--- config.mk ---
export PLATFORM = sky130hd
export DESIGN_NAME = alu_flagged
export DESIGN_NICKNAME = d
export VERILOG_FILES = /design/src/rtl/alu_flagged.sv
export SDC_FILE = /design/constraint.sdc
export NUM_CORES = 1
export LEC_CHECK = 0
export BUFFER_PORTS_ARGS = -buffer_cell sky130_fd_sc_hd__buf_2
export CORE_UTILIZATION = 59
export DETAILED_ROUTE_END_ITERATION = 6
export PLACE_DENSITY = 0.83
export SYNTH_ARGS = -nofsm -noshare
export SYNTH_HDL_FRONTEND = slang
export SYNTH_SLANG_ARGS = --single-unit
--- constraint.sdc ---
create_clock -name clk -period 3.9 [get_ports clk]
set_input_delay 0.195 -clock clk [delete_from_list [all_inputs] [get_ports clk]]
set_output_delay 0.195 -clock clk [all_outputs]
set_load 0.02 [all_outputs]
--- src/rtl/alu_flagged.sv ---
module alu_flagged #(
  parameter int W   = 8,
  parameter int OPW = 4
) (
  input  logic           clk,
  input  logic           rst_n,
  input  logic [W-1:0]   opnd_a,
  input  logic [W-1:0]   opnd_b,
  input  logic [OPW-1:0] op_sel,
  input  logic           flag_en,
  output logic [W-1:0]   result,
  output logic           flag_z,
  output logic           flag_c,
  output logic           flag_n,
  output logic           flag_v
);
  localparam logic [OPW-1:0] OP_ADD  = OPW'(0);
  localparam logic [OPW-1:0] OP_SUB  = OPW'(1);
  localparam logic [OPW-1:0] OP_AND  = OPW'(2);
  localparam logic [OPW-1:0] OP_OR   = OPW'(3);
  localparam logic [OPW-1:0] OP_XOR  = OPW'(4);
  localparam logic [OPW-1:0] OP_NOT  = OPW'(5);
  localparam logic [OPW-1:0] OP_SHL  = OPW'(6);
  localparam logic [OPW-1:0] OP_SHR  = OPW'(7);
  localparam logic [OPW-1:0] OP_PASS = OPW'(8);

  logic         is_sub;
  logic [W-1:0] b_eff;
  logic [W:0]   sum;
  logic         add_ovf;
  logic         c_nxt, v_nxt, op_ok;

  assign is_sub  = (op_sel == OP_SUB);
  assign b_eff   = is_sub ? ~opnd_b : opnd_b;
  assign sum     = {1'b0, opnd_a} + {1'b0, b_eff} + (W+1)'(is_sub);
  assign add_ovf = (opnd_a[W-1] == b_eff[W-1]) && (sum[W-1] != opnd_a[W-1]);

  always_comb begin
    result = '0;
    c_nxt  = 1'b0;
    v_nxt  = 1'b0;
    op_ok  = 1'b1;
    case (op_sel)
      OP_ADD, OP_SUB: begin
        result = sum[W-1:0];
        c_nxt  = sum[W];
        v_nxt  = add_ovf;
      end
      OP_AND:  result = opnd_a & opnd_b;
      OP_OR:   result = opnd_a | opnd_b;
      OP_XOR:  result = opnd_a ^ opnd_b;
      OP_NOT:  result = ~opnd_a;
      OP_SHL: begin
        result = {opnd_a[W-2:0], 1'b0};
        c_nxt  = opnd_a[W-1];
      end
      OP_SHR: begin
        result = {1'b0, opnd_a[W-1:1]};
        c_nxt  = opnd_a[0];
      end
      OP_PASS: result = opnd_b;
      default: op_ok = 1'b0;
    endcase
  end

  always_ff @(posedge clk or negedge rst_n) begin
    if (!rst_n) begin
      flag_z <= 1'b0;
      flag_c <= 1'b0;
      flag_n <= 1'b0;
      flag_v <= 1'b0;
    end else if (flag_en && op_ok) begin
      flag_z <= (result == '0);
      flag_c <= c_nxt;
      flag_n <= result[W-1];
      flag_v <= v_nxt;
    end
  end
endmodule

==> flow_summary.toml <==
[final_layout]
area_growth_pct = 12.5
final_cells = 244
fillerInstances = 196
fin_nets = 265
n_antenna_cell = 0
layout_commonest_cell = "buf_2"
drive_above_1_share_pct = 23.6
layout_common_cells = "buf_2, inv_1, ha_1"

[route]
vias_per_cell = 6.33
drtPass1Iterations = 4
initialDrtViolationCount = 60
drcViolationCount = 0
ant_nets = 0
wl_um = 4000
vias = 1545
wl_per_cell_um = 16.4

[worst_hold_path]
hold_path_class = "in2reg"
worstHoldStart = "flag_en"
hold_depth = 3
hold_end = "flag_c"

[critical_path]
worstRegToRegCells = 1
path_class = "in2out"
critical_path.cell_chain = "buf_2 > or3_1 > nor2_2 > xnor2_1 > ha_1 > a311oi_1 > o31a_1 > o21ba_2 > xor2_1 > o21ai_1 > buf_2"
worstSetupStartpoint = "op_sel[1]"
cp-start-kind = "primary input"
slowest_delay_ns = 0.53
critPathMostFrequentCell = "buf_2"
arrival_ns = 3.31
cp-end-kind = "primary output"
regToRegEndpoint = "flag_n"
required_ns = 3.70
worstPathMaxFanout = 17
r2r_setup_slack_ns = 3.17
rr_startpoint = "flag_n"
slowest_stage = "or3_1"

[logic_synthesis]
synth_warnings = 0
postSynthCellCount = 186
syn_area_mm2 = 0.00148
ys.flop_type = "dfrtp_1"
muxShareOfSynthArea_pct = 11.9
yosysSeqAreaShare_pct = 6.78
synth_top_family_by_area = "compound AO/OA/AOI/OAI gates"
synthArstFlopShare_pct = 100
ys_top_cells_by_area = "ha_1, mux4_2, dfrtp_1"
synth_compound_area_share_pct = 25.5
synth_top_area_share_pct = 19.5
avgSynthCellArea_um2 = 7.94
synthAdderAreaFrac_pct = 20.8
synth_seq_cells = 4
yosys.area_share.simple_pct = 17.3
synth.distinct_cells = 55
syn_nets = 233
synth_edf_count = 0
synth_top_cell_by_area = "ha_1"
synth-xor-area-share_pct = 7.12

[sta]
skew_ns = 0
slew_headroom_pct = 65.4
fin_crit_sh_pct = 89.8
fin_crit_ns = 3.50
report.final.slew_viol_count = 0
worst_slew_pin_slew_ns = 0.517
setup_violations = 0
clock.fmax_mhz = 285
hold_violations = 0
rsz0062_at_grt = "no"
setup-tns-final_ns = 0

[floorplanning]
die_h_um = 52.0
start_util_pct = 64.9
die_area_mm2 = 0.00271
coreArea_mm2 = 0.00228
fp.dieW_um = 52.0
ios = 35
num_rows = 17

[global_routing]
grt_pass1_wl_um = 6930
antenna_found_initial = 0
grt_max_degree = 26
globalRouteOverflowTotal = 0
grtUsageTotal_pct = 33.3
grt_pass1_vias = 1531

[cts]
clockBufferDepth = 2
root_buffer = "clkbuf_4"
insertion_delay_ns = 0.23
post_cts_buffers = 0
cts_tree = "done"
numCtsBuffers = 3
htree_num_levels = 1
clk_pin_slew_ns = 0.04
clock-sinks = 4

[placed_design]
place_hpwl_um = 3190
gp_congestion = 0.995
dp_cells = 240
portBuffers = 34

[status]
outcome = "completed"

[power]
peakVddDrop_uv = 132
p_per_area_mw_per_mm2 = 196
p_leak_nw = 0.814

[job]
maxCapViolCount = 0
[cells in the mapped netlist, types with 3 or more instances]
cell	n
a21oi_1	4
a22o_1	3
a22oi_1	5
a31oi_1	3
buf_2	3
dfrtp_1	4
ha_1	23
inv_1	24
mux2i_1	4
mux4_2	5
nand2_1	14
nand3_1	3
nor2_1	11
nor3_1	4
o21ai_0	9
o22ai_1	3
xnor2_1	10
[critical path, delay by kind of cell]
kind	cells	cell delay [ns]
AO/OA/AOI/OAI	4	1.08
AND/OR/NAND/NOR	2	0.98
adder cells (fa/ha/maj)	1	0.31
buffers and inverters	2	0.42
XOR/XNOR	2	0.31
[where the power goes]
part / leakage, nW / internal [W] / total [W] / switching, W
Clock: 0.0138 / 0.0000344 / 0.0000507 / 0.0000163
Sequential: 0.0540 / 0.0000465 / 0.0000484 / 0.00000193
Combinational: 0.746 / 0.0000937 / 0.000226 / 0.000133
Total: 0.814 / 0.000175 / 0.000325 / 0.000151
[stage by stage]
stage | power [W] | utilization [%] | worst slack [ns] | hold WS (ns) | instance area (um2)
floorplan | 0.000209 | - | 0.560 | -0.101 | 1480
global placement | 0.000263 | 71.6 | 0.517 | 0.00226 | 1630
detailed placement | 0.000271 | 71.6 | 0.426 | 0.00484 | 1630
CTS | 0.000324 | 73.0 | 0.420 | 0.285 | 1660
global route | 0.000352 | 73.0 | 0.274 | 0.298 | 1660
finish | 0.000325 | 73.0 | 0.397 | 0.280 | 1660
[layout make-up]
cell class	instances	area, um2	share of cell area [%]
multi-input cells	148	1220	73.4
clock buffers	3	22.5	1.36
inverters	25	96.3	5.80
well taps	28	35.0	2.11
flip-flops and latches	4	100	6.02
repair buffers	36	188	11.3
[routing by layer]
layer	routed length (um)	GRT usage, %	share of wire [%]
met1	1730	42.8	43
met2	1960	58.3	49
met3	278	2.92	6.9
met4	34	9.01	0.85
met5	0	0	0
[state kept, by name, indices dropped and copies added, names as in the netlist]
register,flops
flag_v,1
flag_n,1
flag_z,1
flag_c,1
[worst max-delay path by stage]
stage	end	slack [ns]	depth (start not counted)
2_1_floorplan	flag_z	0.56	11
3_3_place_gp	flag_z	0.52	11
3_5_place_dp	flag_z	0.43	11
4_1_cts	result[7]	0.42	11
5_1_grt	result[7]	0.27	11
6_report	result[7]	0.40	11
[kinds of logic (layout without fill, tap and decap cells)]
| logic type | Yosys count | after routing |
|---|---|---|
| adder cells (fa/ha/maj) | 24 | 24 |
| multiplexers | 11 | 11 |
| XOR/XNOR | 12 | 12 |
| flip-flops | 4 | 4 |
| buffers and inverters | 34 | 64 |
| AO/OA/AOI/OAI | 52 | 52 |
| AND/OR/NAND/NOR | 49 | 49 |
[what timing repair did]
| item | CTS | global route |
|---|---|---|
| hold buffers | 1 | 0 |
| resized for setup | 0 | 0 |
| hold endpoints to repair | 4 | 0 |
Note: power is estimated with default switching activity, not from simulation.
